===== src/rtl/cmdch_pkg.sv =====
package cmdch_pkg;
  localparam int unsigned HADDR_W = 5;
  localparam int unsigned WORD_W  = 32;
  localparam int unsigned XFER_MAX = 8;

  localparam logic [HADDR_W-1:0] OFF_CMD  = 5'h00;
  localparam logic [HADDR_W-1:0] OFF_STAT = 5'h04;
  localparam logic [HADDR_W-1:0] OFF_DLO  = 5'h08;
  localparam logic [HADDR_W-1:0] OFF_DHI  = 5'h10;

  // command word field positions
  localparam int unsigned OPC_LSB = 27;
  localparam int unsigned SID_LSB = 20;
  localparam int unsigned ADR_LSB = 4;

  typedef enum logic [1:0] {K_BAD, K_WRITE, K_READ, K_ZERO} kind_e;
  typedef enum logic [1:0] {S_IDLE, S_XFER, S_DENY, S_FAIL} st_e;

  typedef struct packed {
    logic dropped;
    logic denied;
    logic failure;
    logic done;
  } stat_t;

  function automatic kind_e classify(input logic [4:0] op);
    kind_e k;
    case (op)
      5'd0, 5'd2, 5'd14: k = K_WRITE;
      5'd1, 5'd13, 5'd15: k = K_READ;
      5'd16:              k = K_ZERO;
      default:            k = K_BAD;
    endcase
    return k;
  endfunction
endpackage


===== src/rtl/cmdch_rst_sync.sv =====
module cmdch_rst_sync (
  input  logic clk,
  input  logic rst_n,
  output logic rst_sync_n
);
  logic [1:0] sync_q;

  always_ff @(posedge clk or negedge rst_n) begin
    if (!rst_n) sync_q <= 2'b00;
    else        sync_q <= {sync_q[0], 1'b1};
  end

  assign rst_sync_n = sync_q[1];
endmodule


===== src/rtl/cmdch_periph.sv =====
module cmdch_periph #(
  parameter int unsigned SID_SEL = 2,
  parameter int unsigned REG_SEL = 4
) (
  input  logic                       clk,
  input  logic                       rst_n,
  input  logic                       wr_en,
  input  logic [SID_SEL+REG_SEL-1:0] idx,
  input  logic [7:0]                 wbyte,
  output logic [7:0]                 rbyte
);
  localparam int unsigned DEPTH = 1 << (SID_SEL + REG_SEL);

  logic [7:0] mem_q [DEPTH];

  always_ff @(posedge clk or negedge rst_n) begin
    if (!rst_n) begin
      for (int i = 0; i < DEPTH; i++) mem_q[i] <= 8'h00;
    end else if (wr_en) begin
      mem_q[idx] <= wbyte;
    end
  end

  assign rbyte = mem_q[idx];
endmodule


===== src/rtl/cmdch_regs.sv =====
module cmdch_regs
  import cmdch_pkg::*;
(
  input  logic               clk,
  input  logic               rst_n,
  input  logic               host_we,
  input  logic [HADDR_W-1:0] host_addr,
  input  logic [WORD_W-1:0]  host_wdata,
  output logic [WORD_W-1:0]  host_rdata,
  input  logic               busy,
  input  stat_t              stat,
  input  logic               eng_we,
  input  logic [2:0]         eng_idx,
  input  logic [7:0]         eng_byte,
  output logic [8*XFER_MAX-1:0] data_bytes
);
  logic [8*XFER_MAX-1:0] data_q, data_d;
  logic                  data_en;

  always_comb begin
    data_d  = data_q;
    data_en = 1'b0;
    if (eng_we) begin
      data_d[{eng_idx, 3'b000} +: 8] = eng_byte;
      data_en = 1'b1;
    end else if (host_we && !busy) begin
      if (host_addr == OFF_DLO) begin
        data_d[31:0] = host_wdata;
        data_en = 1'b1;
      end else if (host_addr == OFF_DHI) begin
        data_d[63:32] = host_wdata;
        data_en = 1'b1;
      end
    end
  end

  always_ff @(posedge clk or negedge rst_n) begin
    if (!rst_n)       data_q <= '0;
    else if (data_en) data_q <= data_d;
  end

  always_comb begin
    case (host_addr)
      OFF_STAT: host_rdata = {28'h0, stat};
      OFF_DLO:  host_rdata = data_q[31:0];
      OFF_DHI:  host_rdata = data_q[63:32];
      default:  host_rdata = '0;
    endcase
  end

  assign data_bytes = data_q;
endmodule


===== src/rtl/cmdch_seq.sv =====
module cmdch_seq
  import cmdch_pkg::*;
#(
  parameter int unsigned SID_SEL = 2,
  parameter int unsigned REG_SEL = 4
) (
  input  logic                       clk,
  input  logic                       rst_n,
  input  logic                       cmd_wr,
  input  logic [4:0]                 cmd_op,
  input  logic [SID_SEL-1:0]         cmd_sid,
  input  logic [REG_SEL-1:0]         cmd_reg,
  input  logic [2:0]                 cmd_bc,
  input  logic                       access_ok,
  input  logic [8*XFER_MAX-1:0]      data_bytes,
  input  logic [7:0]                 periph_rbyte,
  output logic                       busy,
  output stat_t                      stat,
  output logic                       periph_we,
  output logic [SID_SEL+REG_SEL-1:0] periph_idx,
  output logic [7:0]                 periph_wbyte,
  output logic                       eng_we,
  output logic [2:0]                 eng_idx,
  output logic [7:0]                 eng_byte
);
  st_e                st_q, st_d;
  kind_e              kind_q, kind_d, kind_in;
  logic [SID_SEL-1:0] sid_q, sid_d;
  logic [REG_SEL-1:0] reg_q, reg_d, reg_off;
  logic [2:0]         bc_q, bc_d, k_q, k_d;
  stat_t              stat_q, stat_d;
  logic               accept;

  assign busy    = (st_q != S_IDLE);
  assign accept  = cmd_wr && !busy;
  assign kind_in = classify(cmd_op);

  always_comb begin
    st_d   = st_q;
    k_d    = k_q;
    stat_d = stat_q;
    kind_d = kind_in;
    sid_d  = cmd_sid;
    reg_d  = cmd_reg;
    bc_d   = cmd_bc;
    if (kind_in == K_ZERO) begin
      reg_d = '0;
      bc_d  = '0;
    end
    case (st_q)
      S_IDLE: begin
        if (cmd_wr) begin
          stat_d = '0;
          k_d    = '0;
          if (!access_ok)           st_d = S_DENY;
          else if (kind_in == K_BAD) st_d = S_FAIL;
          else                       st_d = S_XFER;
        end
      end
      S_XFER: begin
        if (k_q == bc_q) begin
          st_d        = S_IDLE;
          stat_d.done = 1'b1;
        end else begin
          k_d = k_q + 3'd1;
        end
      end
      S_DENY: begin
        st_d          = S_IDLE;
        stat_d.done   = 1'b1;
        stat_d.denied = 1'b1;
      end
      S_FAIL: begin
        st_d           = S_IDLE;
        stat_d.done    = 1'b1;
        stat_d.failure = 1'b1;
      end
      default: st_d = S_IDLE;
    endcase
    if (cmd_wr && busy) stat_d.dropped = 1'b1;
  end

  always_ff @(posedge clk or negedge rst_n) begin
    if (!rst_n) begin
      st_q   <= S_IDLE;
      k_q    <= '0;
      stat_q <= '0;
    end else begin
      st_q   <= st_d;
      k_q    <= k_d;
      stat_q <= stat_d;
    end
  end

  always_ff @(posedge clk or negedge rst_n) begin
    if (!rst_n) begin
      kind_q <= K_BAD;
      sid_q  <= '0;
      reg_q  <= '0;
      bc_q   <= '0;
    end else if (accept) begin
      kind_q <= kind_d;
      sid_q  <= sid_d;
      reg_q  <= reg_d;
      bc_q   <= bc_d;
    end
  end

  assign reg_off      = reg_q + REG_SEL'(k_q);
  assign periph_idx   = {sid_q, reg_off};
  assign periph_we    = (st_q == S_XFER) && (kind_q == K_WRITE || kind_q == K_ZERO);
  assign periph_wbyte = data_bytes[{k_q, 3'b000} +: 8];
  assign eng_we       = (st_q == S_XFER) && (kind_q == K_READ);
  assign eng_idx      = k_q;
  assign eng_byte     = periph_rbyte;
  assign stat         = stat_q;
endmodule


===== src/rtl/cmdch_engine.sv =====
module cmdch_engine
  import cmdch_pkg::*;
#(
  parameter int unsigned SID_SEL = 2,
  parameter int unsigned REG_SEL = 4
) (
  input  logic               clk,
  input  logic               rst_n,
  input  logic               host_we,
  input  logic [HADDR_W-1:0] host_addr,
  input  logic [WORD_W-1:0]  host_wdata,
  output logic [WORD_W-1:0]  host_rdata,
  input  logic               access_ok
);
  localparam int unsigned IDX_W = SID_SEL + REG_SEL;

  logic                  rst_sync_n;
  logic                  busy, cmd_wr;
  stat_t                 stat;
  logic                  periph_we, eng_we;
  logic [IDX_W-1:0]      periph_idx;
  logic [7:0]            periph_wbyte, periph_rbyte, eng_byte;
  logic [2:0]            eng_idx;
  logic [8*XFER_MAX-1:0] data_bytes;

  assign cmd_wr = host_we && (host_addr == OFF_CMD);

  cmdch_rst_sync u_rst (
    .clk(clk), .rst_n(rst_n), .rst_sync_n(rst_sync_n)
  );

  cmdch_regs u_regs (
    .clk(clk), .rst_n(rst_sync_n), .host_we(host_we), .host_addr(host_addr),
    .host_wdata(host_wdata), .host_rdata(host_rdata), .busy(busy), .stat(stat),
    .eng_we(eng_we), .eng_idx(eng_idx), .eng_byte(eng_byte),
    .data_bytes(data_bytes)
  );

  cmdch_seq #(.SID_SEL(SID_SEL), .REG_SEL(REG_SEL)) u_seq (
    .clk(clk), .rst_n(rst_sync_n), .cmd_wr(cmd_wr),
    .cmd_op(host_wdata[OPC_LSB +: 5]),
    .cmd_sid(host_wdata[SID_LSB +: SID_SEL]),
    .cmd_reg(host_wdata[ADR_LSB +: REG_SEL]),
    .cmd_bc(host_wdata[2:0]), .access_ok(access_ok), .data_bytes(data_bytes),
    .periph_rbyte(periph_rbyte), .busy(busy), .stat(stat),
    .periph_we(periph_we), .periph_idx(periph_idx), .periph_wbyte(periph_wbyte),
    .eng_we(eng_we), .eng_idx(eng_idx), .eng_byte(eng_byte)
  );

  cmdch_periph #(.SID_SEL(SID_SEL), .REG_SEL(REG_SEL)) u_periph (
    .clk(clk), .rst_n(rst_sync_n), .wr_en(periph_we), .idx(periph_idx),
    .wbyte(periph_wbyte), .rbyte(periph_rbyte)
  );
endmodule


===== config.mk =====
export PLATFORM = sky130hd
export DESIGN_NAME = cmdch_engine
export DESIGN_NICKNAME = d
export VERILOG_FILES = /design/src/rtl/cmdch_pkg.sv /design/src/rtl/cmdch_rst_sync.sv /design/src/rtl/cmdch_periph.sv /design/src/rtl/cmdch_regs.sv /design/src/rtl/cmdch_seq.sv /design/src/rtl/cmdch_engine.sv
export SDC_FILE = /design/constraint.sdc
export NUM_CORES = 1
export LEC_CHECK = 0
export ABC_AREA = 0
export BUFFER_PORTS_ARGS = -buffer_cell sky130_fd_sc_hd__buf_2
export CAP_MARGIN = 30
export CORE_ASPECT_RATIO = 0.9
export CORE_MARGIN = 2
export CORE_UTILIZATION = 34
export CTS_CLUSTER_DIAMETER = 50
export DETAILED_ROUTE_END_ITERATION = 6
export GPL_ROUTABILITY_DRIVEN = 0
export HOLD_SLACK_MARGIN = 0.06
export PLACE_DENSITY = 0.58
export SYNTH_ARGS = -nofsm -noshare
export SYNTH_HDL_FRONTEND = slang
export SYNTH_HIERARCHICAL = 1
export SYNTH_SLANG_ARGS = --single-unit

===== constraint.sdc =====
create_clock -name clk -period 19.7 [get_ports clk]
set_input_delay 0.985 -clock clk [delete_from_list [all_inputs] [get_ports clk]]
set_output_delay 0.985 -clock clk [all_outputs]
set_load 0.01 [all_outputs]

==> impl_metrics.toml, run 1 <==
[critical_path]
worstPathMaxFanout = 124
cp_slowest_cell = "or4_1"
cp_slowest_stage_delay_ps = 760
path_class = "register to register"
start_kind = "register"
crit_chain = "ha_4, inv_1, fa_1, xnor2_2, buf_12, and2_2, buf_4, a22oi_1, a21oi_1, o21ai_1, o2111ai_1, or4_1, a22o_2, mux2_4"
cp-end-kind = "register"
rr_worst_depth = 14
arrival_ps = 5540
cp.required_ps = 20200
r2r_slack_ps = 14650
regToRegStartpoint = "u_seq/eng_idx[0]"
r2r_end = "u_regs/data_bytes[59]"

[placed_design]
place_hpwl_um = 55450
portBuffers = 72

[synthesis]
synth_top_cell_by_area = "dfrtp_1"
synthesis.nets = 2320
syn-instance-count = 2271
synth_area_per_cell_um2 = 12.84
yosysMostFrequentCell = "dfrtp_1"
synth_edf_count = 0
ys.flop_type = "dfrtp_1"
synthTopCellsByArea = "dfrtp_1 (51%), mux2_2 (20%), a22oi_1 (2.8%)"
seq_area_frac_synth_pct = 51.32
ys_top_cells_by_count = "dfrtp_1 (598), mux2_2 (517), a22oi_1 (109)"
yosysWarningCount = 6
yosysUniqueCellTypes = 79
ys_ff_latch = 598
yosysTopAreaCellShare_pct = 51.32
mappedNetlistArea_um2 = 29160
ys_async_sr_fraction_pct = 100.0

[sta]
hold_viol = 0
finalCritPeriodShare_pct = 25.62
report.final.slew_viol_count = 0
skew_ps = 23.69
hold_slack_ps = 143.8
tightestPinTransition_ps = 1078
tns_ps = 0
min_period_ps = 5048
max_slew_margin_pct = 27.89
maxClockFrequency_mhz = 198.1
setup_viol = 0
rsz0062_at_grt = "no"

[global_route]
grt_pass1_wl_um = 136500
top_usage_layer = "met2"
grtUsageMet2_pct = 31.05
grt_max_degree = 172
grt_util_met1_pct = 28.17
grt_overflow = 0
groute.usage.overall_pct = 20.24
met3_usage_pct = 4.045
grt_pass1_vias = 21070
antenna_found_initial = 0

[route]
detail_route.wl_per_cell_um = 25.92
vias = 20380
ant_nets = 0
dr.pass1.iters = 5
drtIter0Drc = 1893
drc = 0
via_per_inst = 5.870
routed_wl_um = 89980

[finish]
num-nets-final = 2326
drive_gt1_share_pct = 39.07
area_delta_synth_final_pct = 13.76

[cts]
cts_tree = "done"
h-tree-depth = 3
clockBufferDepth = 3
cts.reportedPaths.clkPinSlew_ps = 50
cts_buffers = 80
postCtsSetupBuffers = 0
ctsResizeCount = 0
cts-root-buf = "clkbuf_16"
holdBufCountCts = 0
clk_latency_ps = 630
cts_sinks = 598

[power_and_ir_drop]
combPwrFrac_pct = 25.7
p_leak_nw = 15.53
seqPwrFrac_pct = 34.8
power.density_nw_per_um2 = 112.0
vdd_ir_drop_max_mv = 0.07710
p_sw_w = 0.001333
switching_share_pct = 35.88
p_int_w = 0.002383
clkPwrFrac_pct = 39.5

[die]
row_count = 101
dieArea_um2 = 88130
ioPinCount = 73
fp.dieH_um = 281.8
die_w_um = 312.7
initial_core_util_pct = 34.44
core_um2 = 84670

[min_path]
hp-class = "input port to asynchronous set/reset pin"

[flow_run]
maxCapViolations = 0

[outcome]
status = "completed"
[power groups by stage]
stage          registers, W  logic (W)  clock network, W
6_report            0.00129   0.000954           0.00147
5_1_grt             0.00129   0.000999           0.00155
4_1_cts             0.00129   0.000942           0.00150
3_5_place_dp        0.00131   0.000940                 0
3_3_place_gp        0.00131   0.000927                 0
2_1_floorplan       0.00131   0.000618                 0
[worst max-delay path, delay by kind of cell (launching register included)]
| kind | cells | cell delay (ps) |
|---|---|---|
| AO/OA/AOI/OAI | 5 | 1390 |
| XOR/XNOR | 1 | 170 |
| adder cells (fa/ha/maj) | 2 | 550 |
| buffers and inverters | 3 | 640 |
| flip-flops | 1 | 390 |
| multiplexers | 1 | 250 |
| AND/OR/NAND/NOR | 2 | 1360 |
[stage by stage]
stage                     power, W  setup slack, ps  area [um^2]  instances  util [%]
after floorplan           0.001932             1798        29160       2271         -
after global placement    0.002237            14700        30300       3320     35.78
after detailed placement  0.002251            14770        30360       3324     35.86
after CTS                 0.003732            14750        33080       3466     39.07
after global routing      0.003846            14540        33170       3470     39.18
final                     0.003716            14650        33170       3471     39.18
[kinds of logic (layout without fill, tap and decap cells)]
logic type,after synthesis,after routing,share of synthesized area (%)
simple gates,282,282,5.393
compound gates,509,509,12.81
xor+xnor,5,5,0.1502
flops,598,598,51.32
mux,637,637,25.90
buf+inv,230,296,4.020
fa+ha+maj,9,9,0.4033
other cells,1,2,0.01286
[state kept, by name, summed over array words and instances, names as in the netlist, 3 cells and up]
name               count
u_seq/stat             4
u_seq/bc_q             3
u_seq/eng_idx          3
u_seq/reg_q            4
u_periph/mem_q       512
u_regs/data_bytes     64
[layout by cell type, fill, tap and decap left out, drive strengths merged, types with 8 or more instances in the layout]
cell / Yosys / layout
inv: 38 / 44
dfrtp: 598 / 598
nand2: 130 / 130
nand2b: 10 / 10
o21ai: 87 / 87
nand3: 16 / 16
a211oi: 13 / 13
nor3: 10 / 10
a2bb2oi: 28 / 28
a21oi: 61 / 61
o22ai: 19 / 19
mux2i: 60 / 60
nor3b: 8 / 8
mux2: 545 / 545
a22oi: 109 / 109
a221oi: 57 / 57
clkinv: 0 / 17
a22o: 56 / 56
o221ai: 33 / 33
buf: 108 / 116
a32oi: 10 / 10
a21o: 8 / 8
nor2b: 9 / 9
mux4: 32 / 32
nor2: 53 / 53
clkbuf: 84 / 107
[cell type report]
class | count | area, um^2
diodes | 1 | 2.502
repair buffers | 116 | 808.3
clock buffers | 107 | 2351
flip-flops and latches | 598 | 14970
fillers | 8011 | 51500
well taps | 1133 | 1418
clock inverters | 35 | 369.1
multi-input cells | 1443 | 13110
inverters | 38 | 147.6
[worst max-delay path by stage]
| stage | end | startpoint | slack [ps] | cells past startpoint |
|---|---|---|---|---|
| floorplan | u_periph/mem_q[0] | u_rst/sync_q[1] | 1800 | 0 |
| global placement | u_regs/data_bytes[56] | u_seq/eng_idx[0] | 14700 | 12 |
| detailed placement | u_regs/data_bytes[56] | u_seq/eng_idx[0] | 14770 | 14 |
| CTS | u_regs/data_bytes[56] | u_seq/eng_idx[0] | 14750 | 14 |
| global route | u_regs/data_bytes[56] | u_seq/eng_idx[0] | 14540 | 12 |
| finish | u_regs/data_bytes[59] | u_seq/eng_idx[0] | 14650 | 14 |
[layer usage]
layer  vias up  wire length, um
met5         -                0
met4         0             2982
met1     10790            39570
met2       828            40860
li1       8568                -
met3       189             6566
(Power assumes the default switching activity.)
==> run 2, diff against run 1 <==
clock period = 4.7 ns   (was 19.7 ns; I/O delays follow)
==> run 2 against run 1 <==
Compared with the run above:
- core utilization up 0.74 points
- setup slack got worse by 15000 ps
- critical path depth decreased by 1
- hold slack got worse by 26 ps
- flip-flop and latch count is the same
- routed wire length grew 0.22%
- critical endpoint is now u_regs/data_bytes[63]
- largest cell class unchanged
- power grew to 4.3 times the previous value
==> impl_metrics.toml, run 2 (synthesis gave the netlist of run 1 again) <==
[route]
dr.pass1.iters = 6
detail_route.wl_per_cell_um = 25.51
routed_wl_um = 90180
drtIter0Drc = 2144
drc = 0
ant_nets = 0
via_per_inst = 5.804
vias = 20520

[cts]
cts_tree = "done"
clockBufferDepth = 3
cts_sinks = 598
h-tree-depth = 3
cts_buffers = 79
clk_latency_ps = 630
ctsResizeCount = 0
cts-root-buf = "clkbuf_16"
postCtsSetupBuffers = 0
holdBufCountCts = 34
cts.reportedPaths.clkPinSlew_ps = 60

[sta]
tightestPinTransition_ps = 1046
rsz0062_at_grt = "no"
skew_ps = 21.48
report.final.slew_viol_count = 0
hold_viol = 0
tns_ps = 0
finalCritPeriodShare_pct = 97.10
maxClockFrequency_mhz = 219.1
setup_viol = 0
min_period_ps = 4564
max_slew_margin_pct = 29.79

[finish]
drive_gt1_share_pct = 39.28
largest_reg_flops = 512
num-nets-final = 2387
area_delta_synth_final_pct = 15.90
layout_common_cells = "dfrtp_1 (597), mux2_2 (517), a22oi_1 (109)"
instances_no_fill = 3535
final_common_cell = "dfrtp_1"
largest_register = "u_periph/mem_q"
post-route-util_pct = 39.92

[critical_path]
r2r_end = "u_regs/data_bytes[63]"
rr_worst_depth = 13
regToRegStartpoint = "u_seq/eng_idx[0]"
cp_slowest_stage_delay_ps = 730
crit_chain = "ha_4, inv_1, fa_1, inv_6, and2_4, buf_4, a22oi_1, o22ai_1, o21ai_0, o21ai_0, or4_1, a22o_2, mux2_4"
path_class = "register to register"
cp-end-kind = "register"
arrival_ps = 5080
worstPathMaxFanout = 35
cp.required_ps = 5210
cp-startpoint = "u_seq/eng_idx[0]"
worst_path_most_repeated_cell = "o21ai_0"
r2r_slack_ps = 140
cp_slowest_cell = "or4_1"
start_kind = "register"

[placed_design]
place_hpwl_um = 57900
dp_cells = 3355
portBuffers = 72

[global_route]
grt_pass1_vias = 21250
antenna_found_initial = 1
grt_overflow = 0
grt_pass1_wl_um = 137900
grt_max_degree = 132
groute.usage.overall_pct = 20.44

[die]
core_um2 = 84670
fp.dieH_um = 281.8
die_w_um = 312.7
ioPinCount = 73
row_count = 101
dieArea_um2 = 88130
initial_core_util_pct = 34.44

[power_and_ir_drop]
p_leak_nw = 15.83
p_int_w = 0.01027
switching_share_pct = 35.62
seqPwrFrac_pct = 34.0
p_sw_w = 0.005682
combPwrFrac_pct = 26.2
clkPwrFrac_pct = 39.8
vdd_ir_drop_max_mv = 0.3251
power.density_nw_per_um2 = 472.0

[min_path]
hp-class = "input port to register"
holdCritStartpoint = "host_wdata[28]"
worstHoldPathCells = 3
min_to = "u_regs/data_bytes[28]"

[outcome]
status = "completed"

[flow_run]
maxCapViolations = 0
==> run 2: cell types whose count changed in the layout (fill, tap and decap cells not counted), sizes merged <==
cell / delta
clkinv: -5
buf: +28
inv: +6
clkbuf: -1
dlygate4sd3: +34
clkinvlp: -2
bufinv: +4
==> run 2: metal layers <==
| metal | track usage (%) | up-vias | routed length (um) | share of wire (%) |
|---|---|---|---|---|
| li1 | - | 8707 | - | - |
| met1 | 28.75 | 10870 | 40590 | 45 |
| met2 | 31.54 | 763 | 40880 | 45 |
| met3 | 3.986 | 174 | 6075 | 6.7 |
| met4 | 6.944 | 0 | 2639 | 2.9 |
| met5 | 0 | - | 0 | 0 |
==> run 2: through the flow <==
step / setup slack, ps / power, W / hold WS, ps / area [um^2]
floorplan: -1100 / 0.008092 / -60.59 / 29170
detailed placement: 230.6 / 0.009613 / 26.45 / 30660
CTS: 207.4 / 0.01604 / 86.99 / 33790
global placement: 227.4 / 0.009552 / 25.22 / 30640
finish: 136.2 / 0.01595 / 118.3 / 33800
global route: 5.381 / 0.01651 / 126.7 / 33800
==> run 2: worst max path at each step <==
stage / end / slack [ps] / cells after the start
after floorplan: u_periph/mem_q[0] / -1100 / 0
after global placement: u_regs/data_bytes[63] / 230 / 13
after detailed placement: u_regs/data_bytes[63] / 230 / 13
after CTS: u_regs/data_bytes[63] / 210 / 13
after global routing: u_regs/data_bytes[63] / 5 / 13
final: u_regs/data_bytes[63] / 140 / 13
==> run 2: power groups by stage <==
stage / clock network [W] / logic, W / registers (W)
2_1_floorplan: 0 / 0.00259 / 0.00550
3_3_place_gp: 0 / 0.00405 / 0.00550
3_5_place_dp: 0 / 0.00411 / 0.00551
4_1_cts: 0.00648 / 0.00414 / 0.00542
5_1_grt: 0.00669 / 0.00439 / 0.00543
6_report: 0.00635 / 0.00418 / 0.00542
==> run 2: area by class of cell <==
cell class	count	area, um^2
clock inverters	38	523.0
repair buffers	178	1361
fillers	7968	50870
flip-flops and latches	598	14970
diodes	1	2.502
clock buffers	106	2270
inverters	38	147.6
multi-input cells	1443	13110
well taps	1133	1418
==> run 2: critical path: cells and delay by family (launching register included) <==
kind,cells,cell delay (ps)
buf+inv,3,450
simple gates,2,1070
flops,1,390
compound gates,5,1460
mux,1,250
fa+ha+maj,2,750
